$ cat src/rtl/l1c_pkg.sv
// Shared types for the split L1 cache.
package l1c_pkg;
    // Controller states, in the order a miss walks through them.
    typedef enum logic [3:0] {
        ST_IDLE, ST_LOOK, ST_WB, ST_FILL, ST_FILLW,
        ST_ACC, ST_WT, ST_BYP, ST_BYPW, ST_DONE
    } l1c_state_e;
endpackage

$ cat src/rtl/l1c_store.sv
// One direct-mapped cache array: tags, valid and dirty bits, line data.
// Assumes a single index per cycle. A refill has priority over a byte write.
// Only the valid and dirty bits are reset.
module l1c_store #(
    parameter int NLINES     = 8,
    parameter int LINE_BYTES = 8,
    parameter int TAG_W      = 26,
    localparam int IDX_W     = $clog2(NLINES),
    localparam int LW        = LINE_BYTES * 8
) (
    input  logic                  clk,
    input  logic                  rst_n,
    input  logic [IDX_W-1:0]      idx,
    output logic [TAG_W-1:0]      tag_o,
    output logic                  valid_o,
    output logic                  dirty_o,
    output logic [LW-1:0]         line_o,
    input  logic                  fill_en,
    input  logic [TAG_W-1:0]      fill_tag,
    input  logic [LW-1:0]         fill_line,
    input  logic                  wr_en,
    input  logic [LINE_BYTES-1:0] wr_be,
    input  logic [LW-1:0]         wr_line,
    input  logic                  wr_mark,
    input  logic                  wr_kill
);
    logic [TAG_W-1:0] tags [NLINES];
    logic [LW-1:0]    data [NLINES];
    logic [NLINES-1:0] valid, dirty;

    assign tag_o   = tags[idx];
    assign line_o  = data[idx];
    assign valid_o = valid[idx];
    assign dirty_o = dirty[idx];

    // Line state bits: cleared by reset, set by refill, changed by writes.
    always_ff @(posedge clk) begin
        if (!rst_n) begin
            valid <= '0;
            dirty <= '0;
        end else if (fill_en) begin
            valid[idx] <= 1'b1;
            dirty[idx] <= 1'b0;
        end else if (wr_en) begin
            if (wr_kill) begin
                valid[idx] <= 1'b0;
                dirty[idx] <= 1'b0;
            end else if (wr_mark) begin
                dirty[idx] <= 1'b1;
            end
        end
    end

    // Tag and data storage: a whole line on refill, enabled bytes on a write.
    always_ff @(posedge clk) begin
        if (fill_en) begin
            tags[idx] <= fill_tag;
            data[idx] <= fill_line;
        end else if (wr_en) begin
            for (int k = 0; k < LINE_BYTES; k++)
                if (wr_be[k]) data[idx][8*k +: 8] <= wr_line[8*k +: 8];
        end
    end
endmodule

$ cat src/rtl/l1c_lane.sv
// Byte-lane steering between the CPU word and a cache line.
// Assumes off + len <= LINE_BYTES and len <= WORD_BYTES. Purely combinational.
module l1c_lane #(
    parameter int LINE_BYTES = 8,
    parameter int WORD_BYTES = 8,
    localparam int OFF_W     = $clog2(LINE_BYTES),
    localparam int LEN_W     = $clog2(WORD_BYTES) + 1,
    localparam int LW        = LINE_BYTES * 8,
    localparam int WW        = WORD_BYTES * 8
) (
    input  logic [OFF_W-1:0]      off,
    input  logic [LEN_W-1:0]      len,
    input  logic [WW-1:0]         wdata,
    input  logic [LW-1:0]         line_in,
    output logic [LINE_BYTES-1:0] be,
    output logic [LW-1:0]         wline,
    output logic [WW-1:0]         rdata
);
    // Place the write word into the line and mark the bytes it covers.
    always_comb begin
        be    = '0;
        wline = '0;
        for (int k = 0; k < LINE_BYTES; k++) begin
            if (k >= int'(off) && k < int'(off) + int'(len) &&
                (k - int'(off)) < WORD_BYTES) begin
                be[k] = 1'b1;
                wline[8*k +: 8] = wdata[8*(k - int'(off)) +: 8];
            end
        end
    end

    // Gather the requested bytes of the line into the read word.
    always_comb begin
        rdata = '0;
        for (int i = 0; i < WORD_BYTES; i++)
            if (i < int'(len) && int'(off) + i < LINE_BYTES)
                rdata[8*i +: 8] = line_in[8*(int'(off) + i) +: 8];
    end
endmodule

$ cat src/rtl/l1_split_cache.sv
// Split instruction/data direct-mapped L1 with cache swap and data isolation.
// Takes one request at a time. The request is captured while idle and
// finished with a one-cycle req_ready. The memory port moves whole lines
// with a valid/ready handshake. A read answer comes later on mem_rsp_valid.
// Assumes power-of-two sizes, LINE_BYTES >= WORD_BYTES, and no request that
// crosses a line.
module l1_split_cache import l1c_pkg::*; #(
    parameter int AW            = 32,
    parameter int CACHE_BYTES   = 64,
    parameter int LINE_BYTES    = 8,
    parameter int WORD_BYTES    = 8,
    parameter int CACHEABLE_MAX = 4,
    localparam int NLINES = CACHE_BYTES / LINE_BYTES,
    localparam int OFF_W  = $clog2(LINE_BYTES),
    localparam int IDX_W  = $clog2(NLINES),
    localparam int TAG_W  = AW - OFF_W - IDX_W,
    localparam int LEN_W  = $clog2(WORD_BYTES) + 1,
    localparam int LW     = LINE_BYTES * 8,
    localparam int WW     = WORD_BYTES * 8
) (
    input  logic                  clk,
    input  logic                  rst_n,
    input  logic                  req_valid,
    input  logic [AW-1:0]         req_addr,
    input  logic [LEN_W-1:0]      req_len,
    input  logic                  req_write,
    input  logic                  req_dsel,
    input  logic                  req_nocache,
    input  logic [WW-1:0]         req_wdata,
    output logic                  req_ready,
    output logic [WW-1:0]         req_rdata,
    input  logic                  st_swap,
    input  logic                  st_isolate,
    output logic                  miss_flag,
    output logic                  mem_req_valid,
    input  logic                  mem_req_ready,
    output logic                  mem_req_write,
    output logic [AW-1:0]         mem_req_addr,
    output logic [LINE_BYTES-1:0] mem_req_be,
    output logic [LW-1:0]         mem_req_line,
    input  logic                  mem_rsp_valid,
    input  logic [LW-1:0]         mem_rsp_line
);
    l1c_state_e st;

    logic [AW-1:0]    l_addr;
    logic [LEN_W-1:0] l_len;
    logic [WW-1:0]    l_wdata;
    logic             l_write, l_dsel, l_byp, l_iso, l_phys;
    logic [WW-1:0]    rdata_r;

    logic [TAG_W-1:0] l_tag;
    logic [IDX_W-1:0] l_idx;
    logic [OFF_W-1:0] l_off;
    assign l_tag = l_addr[AW-1 -: TAG_W];
    assign l_idx = l_addr[OFF_W +: IDX_W];
    assign l_off = l_addr[OFF_W-1:0];

    // Per-cache array outputs and controls.
    logic [TAG_W-1:0] s_tag   [2];
    logic [LW-1:0]    s_line  [2];
    logic             s_valid [2];
    logic             s_dirty [2];

    logic             fill_go, acc_go, differ;
    logic [LINE_BYTES-1:0] lane_be;
    logic [LW-1:0]    lane_wline, lane_in;
    logic [WW-1:0]    lane_rdata;

    assign fill_go = (st == ST_FILLW) && mem_rsp_valid;
    assign acc_go  = (st == ST_ACC) && l_write;

    for (genvar c = 0; c < 2; c++) begin : g_cache
        l1c_store #(.NLINES(NLINES), .LINE_BYTES(LINE_BYTES), .TAG_W(TAG_W)) u_store (
            .clk      (clk),
            .rst_n    (rst_n),
            .idx      (l_idx),
            .tag_o    (s_tag[c]),
            .valid_o  (s_valid[c]),
            .dirty_o  (s_dirty[c]),
            .line_o   (s_line[c]),
            .fill_en  (fill_go && (l_phys == 1'(c))),
            .fill_tag (l_tag),
            .fill_line(mem_rsp_line),
            .wr_en    (acc_go && (l_phys == 1'(c))),
            .wr_be    (lane_be),
            .wr_line  (lane_wline),
            .wr_mark  (differ),
            .wr_kill  (l_iso)
        );
    end

    logic [TAG_W-1:0] sel_tag;
    logic [LW-1:0]    sel_line;
    logic             sel_valid, sel_dirty, hit;
    assign sel_tag   = s_tag[l_phys];
    assign sel_line  = s_line[l_phys];
    assign sel_valid = s_valid[l_phys];
    assign sel_dirty = s_dirty[l_phys];
    assign hit       = sel_valid && (sel_tag == l_tag);

    assign lane_in = (st == ST_BYPW) ? mem_rsp_line : sel_line;

    l1c_lane #(.LINE_BYTES(LINE_BYTES), .WORD_BYTES(WORD_BYTES)) u_lane (
        .off    (l_off),
        .len    (l_len),
        .wdata  (l_wdata),
        .line_in(lane_in),
        .be     (lane_be),
        .wline  (lane_wline),
        .rdata  (lane_rdata)
    );

    // Detect whether any enabled byte of the write changes the cached byte.
    always_comb begin
        differ = 1'b0;
        for (int k = 0; k < LINE_BYTES; k++)
            if (lane_be[k] && (sel_line[8*k +: 8] != lane_wline[8*k +: 8]))
                differ = 1'b1;
    end

    // Capture the request and its routing while idle.
    always_ff @(posedge clk) begin
        if (!rst_n) begin
            l_addr <= '0; l_len <= '0; l_wdata <= '0;
            l_write <= 1'b0; l_dsel <= 1'b0; l_byp <= 1'b0;
            l_iso <= 1'b0; l_phys <= 1'b0;
        end else if (st == ST_IDLE && req_valid) begin
            l_addr  <= req_addr;
            l_len   <= req_len;
            l_wdata <= req_wdata;
            l_write <= req_write;
            l_dsel  <= req_dsel;
            l_byp   <= req_nocache || (int'(req_len) > CACHEABLE_MAX);
            l_iso   <= req_dsel && st_isolate;
            l_phys  <= req_dsel ^ st_swap;
        end
    end

    // Sequence lookup, writeback, refill, access and write-through.
    always_ff @(posedge clk) begin
        if (!rst_n) begin
            st        <= ST_IDLE;
            miss_flag <= 1'b0;
            rdata_r   <= '0;
        end else begin
            case (st)
                ST_IDLE:  if (req_valid) st <= ST_LOOK;
                ST_LOOK: begin
                    if (!l_byp && l_dsel && !l_write) miss_flag <= !hit;
                    if (l_byp)                 st <= ST_BYP;
                    else if (!hit && !l_iso)   st <= (sel_valid && sel_dirty) ? ST_WB : ST_FILL;
                    else                       st <= ST_ACC;
                end
                ST_WB:    if (mem_req_ready) st <= ST_FILL;
                ST_FILL:  if (mem_req_ready) st <= ST_FILLW;
                ST_FILLW: if (mem_rsp_valid) st <= ST_ACC;
                ST_ACC: begin
                    rdata_r <= l_write ? '0 : lane_rdata;
                    st      <= (l_write && !l_iso) ? ST_WT : ST_DONE;
                end
                ST_WT:    if (mem_req_ready) st <= ST_DONE;
                ST_BYP:   if (mem_req_ready) st <= l_write ? ST_DONE : ST_BYPW;
                ST_BYPW: if (mem_rsp_valid) begin
                    rdata_r <= lane_rdata;
                    st      <= ST_DONE;
                end
                ST_DONE:  st <= ST_IDLE;
                default:  st <= ST_IDLE;
            endcase
        end
    end

    assign req_ready = (st == ST_DONE);
    assign req_rdata = rdata_r;

    // Drive the memory port from the current state.
    always_comb begin
        mem_req_valid = 1'b0;
        mem_req_write = 1'b0;
        mem_req_addr  = {l_addr[AW-1:OFF_W], {OFF_W{1'b0}}};
        mem_req_be    = '0;
        mem_req_line  = lane_wline;
        case (st)
            ST_WB: begin
                mem_req_valid = 1'b1;
                mem_req_write = 1'b1;
                mem_req_addr  = {sel_tag, l_idx, {OFF_W{1'b0}}};
                mem_req_be    = '1;
                mem_req_line  = sel_line;
            end
            ST_FILL: mem_req_valid = 1'b1;
            ST_WT: begin
                mem_req_valid = 1'b1;
                mem_req_write = 1'b1;
                mem_req_be    = lane_be;
            end
            ST_BYP: begin
                mem_req_valid = 1'b1;
                mem_req_write = l_write;
                mem_req_be    = l_write ? lane_be : '0;
            end
            default: ;
        endcase
    end


    mreq_hold_chk: assert property (@(posedge clk) disable iff (!rst_n)
        mem_req_valid && !mem_req_ready |=> mem_req_valid && $stable(mem_req_addr));

    done_pulse_chk: assert property (@(posedge clk) disable iff (!rst_n)
        req_ready |=> !req_ready);

    iso_quiet_chk: assert property (@(posedge clk) disable iff (!rst_n)
        mem_req_valid |-> !(l_iso && !l_byp));

    flag_hold_chk: assert property (@(posedge clk) disable iff (!rst_n)
        (st != ST_LOOK) |=> $stable(miss_flag));

    iso_kill_chk: assert property (@(posedge clk) disable iff (!rst_n)
        (st == ST_ACC && l_write && l_iso) |=> !sel_valid);

    fill_state_chk: assert property (@(posedge clk) disable iff (!rst_n)
        fill_go |=> sel_valid && !sel_dirty && (sel_tag == l_tag));
endmodule

$ cat config.mk
export PLATFORM = sky130hd
export DESIGN_NAME = l1_split_cache
export DESIGN_NICKNAME = d
export VERILOG_FILES = /design/src/rtl/l1c_pkg.sv /design/src/rtl/l1c_store.sv /design/src/rtl/l1c_lane.sv /design/src/rtl/l1_split_cache.sv
export SDC_FILE = /design/constraint.sdc
export NUM_CORES = 2
export LEC_CHECK = 0
export ABC_CLOCK_PERIOD_IN_PS = 6060
export BUFFER_PORTS_ARGS = -buffer_cell sky130_fd_sc_hd__clkbuf_2
export CAP_MARGIN = 10
export CORE_MARGIN = 2
export CORE_UTILIZATION = 32
export CTS_CLUSTER_SIZE = 10
export DETAILED_ROUTE_END_ITERATION = 8
export PLACE_DENSITY_LB_ADDON = 0.05
export SYNTH_ARGS = -nofsm -noshare
export SYNTH_HDL_FRONTEND = slang
export SYNTH_SLANG_ARGS = --single-unit
$ cat constraint.sdc
create_clock -name clk -period 6.06 [get_ports clk]
set_input_delay 0 -clock clk [delete_from_list [all_inputs] [get_ports clk]]
set_output_delay 0 -clock clk [all_outputs]
set_load 0.1 [all_outputs]
# Yosys cells after proc, flatten, opt, wreduce, memory -nomap -nowiden
# Memory sizes are Yosys's and may differ from the RTL's. A register that Yosys moved wholly into a read port is not among the register bits.
# Index checks and enable logic that the tools add are counted.
[totals]
out_inout_bits = 172
ramBits = 1440
mem_count = 4
reg_bits = 206
elab_cells = 390
inputBits = 174
[op_classes]
add_sub_neg = 16
shifts = 16
muxes = 175
reduce_logical = 68
magnitude_cmp = 43
bitwise = 28
eq_ne = 25
[mem_list]
columns = ["memory", "words", "word_bits", "rd", "rd_ports_with_merged_regs", "wr", "line_no", "rtl"]
rows = [
  ["g_cache[0].u_store.data", 8, 64, 1, 1, 1, "l1c_store.sv:28", "logic [LW-1:0] data [NLINES];"],
  ["g_cache[1].u_store.data", 8, 64, 1, 1, 1, "l1c_store.sv:28", ""],
  ["g_cache[0].u_store.tags", 8, 26, 1, 1, 1, "l1c_store.sv:27", "logic [TAG_W-1:0] tags [NLINES];"],
  ["g_cache[1].u_store.tags", 8, 26, 1, 1, 1, "l1c_store.sv:27", ""],
]
[op_table]
columns = ["cell", "count"]
rows = [
  ["indexed part select 64 x 32 -> 8 bit", 14],
  ["< comparator 32 x 5 -> 1 bit, second input constant", 14],
  ["two-way mux 64 bit", 7],
  ["two-way mux 8 bit", 47],
  ["< comparator 4 x 32 -> 1 bit, first input constant", 4],
  ["case mux 64 bit (2 select lines)", 1],
  ["indexed part select 64 x 7 -> 8 bit", 2],
  ["two-way mux 1 bit", 90],
  ["two-way mux 26 bit", 3],
  ["< comparator 3 x 32 -> 1 bit, first input constant", 2],
  ["inequality test 8 bit", 8],
  ["logical AND 1 bit", 46],
  ["case mux 4 bit (9 select lines)", 1],
  ["AND 8 bit", 4],
  ["< comparator 1 x 32 -> 1 bit, first input constant", 1],
  ["< comparator 2 x 32 -> 1 bit, first input constant", 1],
  ["two-way mux 32 bit", 1],
  ["two-way mux 4 bit", 8],
  ["OR 8 bit", 4],
  ["two-way mux 3 bit", 10],
  ["equality test 26 bit", 1],
  ["case mux 8 bit (3 select lines)", 1],
  ["adder 3 x 3 -> 4 bit, second input constant", 4],
  ["equality test 4 x 3 -> 1 bit, second input constant", 4],
  ["other kinds (38)", 93],
]

# Logic depth before layout (Yosys ltp)
[logic_depth]
depth_word = 19
mapped_depth = 24
mapped_depth_nobuf = 13

# Hierarchy
# A second synthesis with hierarchy kept.
[unflattened]
hier_cells = 5315
area_unflattened_um2 = 74198.7
[modules_own_cells]
columns = ["module", "instances", "seq_area_each_um2", "cells_per_inst", "area_each_um2"]
rows = [
  ["l1c_store (g_cache[1].u_store)", 1, 21941.0, 1641, 29412.0],
  ["l1c_store (g_cache[0].u_store)", 1, 21941.0, 1606, 28996.6],
  ["l1_split_cache", 1, 3483.3, 1410, 10457.5],
  ["l1c_lane", 1, 0.0, 658, 5332.6],
]

# Worst setup path after synthesis
# OpenSTA, ideal clock, no wires.
[synth_timing]
path_kind = "register to output"
startpoint = "register l_addr[1]"
endpoint = "output port mem_req_line[40]"
n_path_buf = 8
slack_ps = 255
t_required_ps = 6060
t_arrival_ps = 5805
stages_incl_launch_ff = 14
path_cell_list = "dfxtp_1 > buf_2 > buf_2 > buf_2 > buf_2 > clkinv_1 > clkbuf_1 > ha_1 > clkbuf_1 > buf_2 > buf_2 > mux4_2 > mux2i_1 > o31ai_1"
[synth_via]
elab_chain_len = 6
word_cells_on_any_way = 10
cone_classes = "add/sub (2); order compare (3); shift (1); mux (2); reduce/logical (2)"
[synth_rtl]
columns = ["element", "line_no", "rtl"]
rows = [
  ["from (decl)", "l1_split_cache.sv:46", "logic [AW-1:0] l_addr;"],
  ["from (signal assigned)", "l1_split_cache.sv:129", "l_addr <= req_addr;"],
  ["adder 3 x 4 -> 5 bit", "l1c_lane.sv:24", "if (k >= int'(off) && k < int'(off) + int'(len) &&"],
  ["< comparator 4 x 32 -> 1 bit", "l1c_lane.sv:24", ""],
  ["logical AND 1 bit (2 in series)", "l1c_lane.sv:24", ""],
  ["two-way mux 8 bit (*)", "l1c_lane.sv:24", ""],
  ["two-way mux 64 bit (*)", "l1_split_cache.sv:184", "case (st)"],
  ["to (decl)", "l1_split_cache.sv:40", "output logic [LW-1:0] mem_req_line,"],
]
# Mark *: on every way between the ends. The rest lies on a longest branch, timed or not.

==> impl_metrics.py <==
metrics = {
    "status": {
        "outcome": "finished, final reports clean",
    },
    "global_routing": {
        "grt_max_degree": 79,
        "grt.total_usage_pct": 24.62,
        "grt-ovfl-total": 0,
        "grt_pass1_wl_microns": 395700,
        "antenna_found_initial": 23,
        "grt_pass1_vias": 46970,
    },
    "logic_synthesis": {
        "yosysSeqAreaShare_pct": 64.60,
        "synth_area_per_cell_sq_um": 15.69,
        "synth_top_area_share_pct": 58.90,
        "synth_area_leaders": "edfxtp_1, mux4_2, dfxtp_1",
        "synth_area_sq_mm": 0.07341,
        "synth_cells": 4680,
        "synthArstFlopShare_pct": 0,
        "synth_commonest_cells": "edfxtp_1, nand2_1, mux4_2",
        "yosysTopAreaCell": "edfxtp_1",
        "yosysWarnings": 0,
        "ys_dominant_reg_cell": "edfxtp_1",
        "synth_edf_count": 1440,
        "synth.ff_latch_count": 1649,
        "yosysUniqueCellTypes": 89,
        "synth.most_common_cell": "edfxtp_1",
    },
    "power_and_ir_drop": {
        "p_int_mw": 22.87,
        "p_per_area_mw_per_mm2": 427.6,
        "p_clk_share_pct": 29.2,
        "ir_drop_mv": 0.3079,
        "p_leak_nw": 29.22,
        "p_switching_mw": 15.00,
        "switching_share_pct": 39.61,
        "combPwrFrac_pct": 35.2,
        "pwr-share-seq_pct": 35.6,
    },
    "critical_path": {
        "crit_top_cell": "buf_4",
        "reg2reg_from": "l_addr[0]",
        "setup.worst_path.start": "l_addr[0]",
        "crit_arrival_ps": 6570,
        "cp_max_fo": 50,
        "critical_path.top_delay_family": "compound AO/OA/AOI/OAI gates",
        "critPathSlowestCell": "a2111oi_0",
        "end_kind": "flip-flop",
        "slowest_delay_ps": 1070,
        "crit_path_start_kind": "flip-flop",
        "critical_path.cell_chain": "buf_4, buf_4, mux4_2, mux2i_1, nand3_1, a2111o_1, o211ai_1, a31oi_1, a2111oi_0, buf_4, and4_1, or3_4, o21ai_2",
        "path_class": "reg -> reg",
        "critPathBufInv": 3,
        "required_ps": 6760,
    },
    "sta": {
        "worst_clock_skew_ps": 43.76,
        "rsz0062_at_grt": "false",
        "worst_pin_slew_ps": 1372,
        "max_freq_mhz": 170.5,
        "fin_ws_ps": 195.3,
        "hold_viol": 0,
        "slew_violations": 0,
        "setup_viol": 0,
        "relSlewSlack_pct": 8.520,
        "min_period_ps": 5865,
        "fin_setup_tns_ps": 0,
        "fin_crit_sh_pct": 96.78,
    },
    "routing": {
        "num_vias": 47440,
        "drc_errors": 0,
        "drtIter0Drc": 4553,
        "via_per_inst": 5.515,
        "drt_first_pass_iters": 5,
        "wl_per_cell_microns": 33.65,
        "postRouteAntennaNets": 0,
        "wirelength_microns": 289400,
    },
    "die": {
        "core_sq_mm": 0.2277,
        "initial_utilization_pct": 32.24,
        "die_x_microns": 483.0,
        "die_height_microns": 483.0,
        "ios": 346,
        "die-area_sq_mm": 0.2333,
        "rows": 175,
    },
    "clock_tree": {
        "clk_latency_ps": 880,
        "cts_tree": "built",
        "cts-root-buf": "clkbuf_16",
        "htree_levels": 4,
        "clk_pin_slew_ps": 60,
        "cts_made_buffers": 196,
        "cts_buffer_depth": 3,
        "cts_setup_buffers": 0,
        "clock_sinks": 1649,
    },
    "min_path": {
        "hold_path.class": "in -> reg",
        "min-delay-start": "req_addr[4]",
    },
    "place": {
        "dp_hpwl_microns": 200500,
        "pre_cts_slack_ps": 437.6,
        "place_area_sq_mm": 0.07936,
        "routabilityCongestion": 0.8942,
        "port_buffers": 342,
        "place_inst": 7929,
    },
    "run": {
        "maxCapViolations": 0,
    },
    "cells_and_area": {
        "drive_gt1_share_pct": 26.17,
        "final_nets": 5631,
        "fin_area_sq_mm": 0.08855,
        "syn_to_final_growth_pct": 20.63,
        "fin_cells": 8601,
    },
}
final cells by class:
class                      count  area, sq um
fill                       21130       139200
sequential                  1649        47450
multi-input combinational   2707        24560
timing repair buffer         870         6745
clock buffer                 302         5498
tap                         3009         3765
clock inverter                37        446.7
inverter                      17        66.31
antenna                       10        25.02
sequential cells by signal, indices dropped and copies added, names as in the netlist, named ones only:
signal	count
l_addr	32
l_write	1
miss_flag	1
l_wdata	64
st	4
req_rdata	64
l_byp	1
l_iso	1
g_cache.u_store.data	1024
l_len	4
l_phys	1
g_cache.u_store.tags	416
l_dsel	1
metal layers:
layer / share of wire, % / global-route usage [%] / routed length, microns / vias up
met1: 45 / 35.37 / 129700 / 25170
li1: - / - / - / 19980
met4: 3.9 / 8.782 / 11170 / 6
met2: 45 / 37.51 / 130400 / 1863
met3: 6.3 / 4.247 / 18140 / 417
met5: 0.014 / 0 / 40 / -
power groups by stage:
stage / logic, mW / clock network [mW] / registers, mW
2_1_floorplan: 8.14 / 0 / 13.2
3_3_place_gp: 12.9 / 0 / 13.7
3_5_place_dp: 12.9 / 0 / 13.7
4_1_cts: 13.2 / 11.3 / 13.5
5_1_grt: 13.8 / 11.8 / 13.5
6_report: 13.3 / 11.1 / 13.5
final timing paths:
check	slack, ps	endpoint	cells after the start
max reg2reg	200	flip-flop	13
max	200	flip-flop	13
min	90	flip-flop	4
min reg2reg	460	req_rdata[0]	2
timing repair:
item,CTS,global route
hold buffers,319,1
setup endpoints to repair,0,0
hold endpoints to repair,1136,16
resized for setup,0,0
placed cells by master, fill, tap and decap left out, drive strengths merged, types with 6 or more instances in the layout:
cell type,Yosys,layout
a211oi,31,31
a21boi,119,119
a21oi,149,149
a221oi,12,12
a22o,20,20
a22oi,113,113
a31oi,7,7
and2,30,30
and3,7,7
buf,143,206
clkbuf,166,646
clkinv,3,33
dfxtp,209,209
diode,0,10
dlygate4sd3,0,320
edfxtp,1440,1440
ha,15,15
inv,14,19
mux2,91,91
mux2i,115,115
mux4,496,496
nand2,647,647
nand2b,18,18
nand3,34,34
nand4,17,17
nand4b,8,8
nor2,281,281
nor2b,74,74
nor3,24,24
nor4,12,12
o211ai,31,31
o21a,34,34
o21ai,130,130
o22ai,18,18
o31ai,22,22
or3,8,8
or4,6,6
xnor2,37,37
xor2,25,25
worst register-to-register path, stage by stage (launching register included):
cell and delay [ps]:
dfxtp_4 470, buf_4 560, buf_4 530, mux4_2 710, mux2i_1 520, nand3_1 200
a2111o_1 410, o211ai_1 110, a31oi_1 210, a2111oi_0 1070, buf_4 240, and4_1 350
or3_4 290, o21ai_2 70
through the flow:
stage / power, mW / hold WS [ps] / util, %
after detailed placement: 26.63 / 240.8 / 34.85
after global routing: 39.09 / 67.89 / 38.88
after floorplan: 21.35 / 144.9 / -
after global placement: 26.63 / 234.8 / 34.83
final: 37.87 / 91.69 / 38.89
after CTS: 38.03 / 27.04 / 38.86
cells by family (layout without fill, tap and decap cells):
group | Yosys count | count (layout) | synth area share [%]
adders and majority gates | 16 | 16 | 0.2829
and+or+nand+nor | 1189 | 1189 | 6.998
xor gates and xnor gates | 62 | 62 | 0.7397
buffers and inverters | 326 | 1226 | 2.289
muxes | 702 | 702 | 18.20
other | 1 | 13 | 0.005108
DFF | 1649 | 1649 | 64.60
AOI/OAI and AO/OA | 735 | 735 | 6.884
No activity file was read; power rests on OpenSTA's default activity.
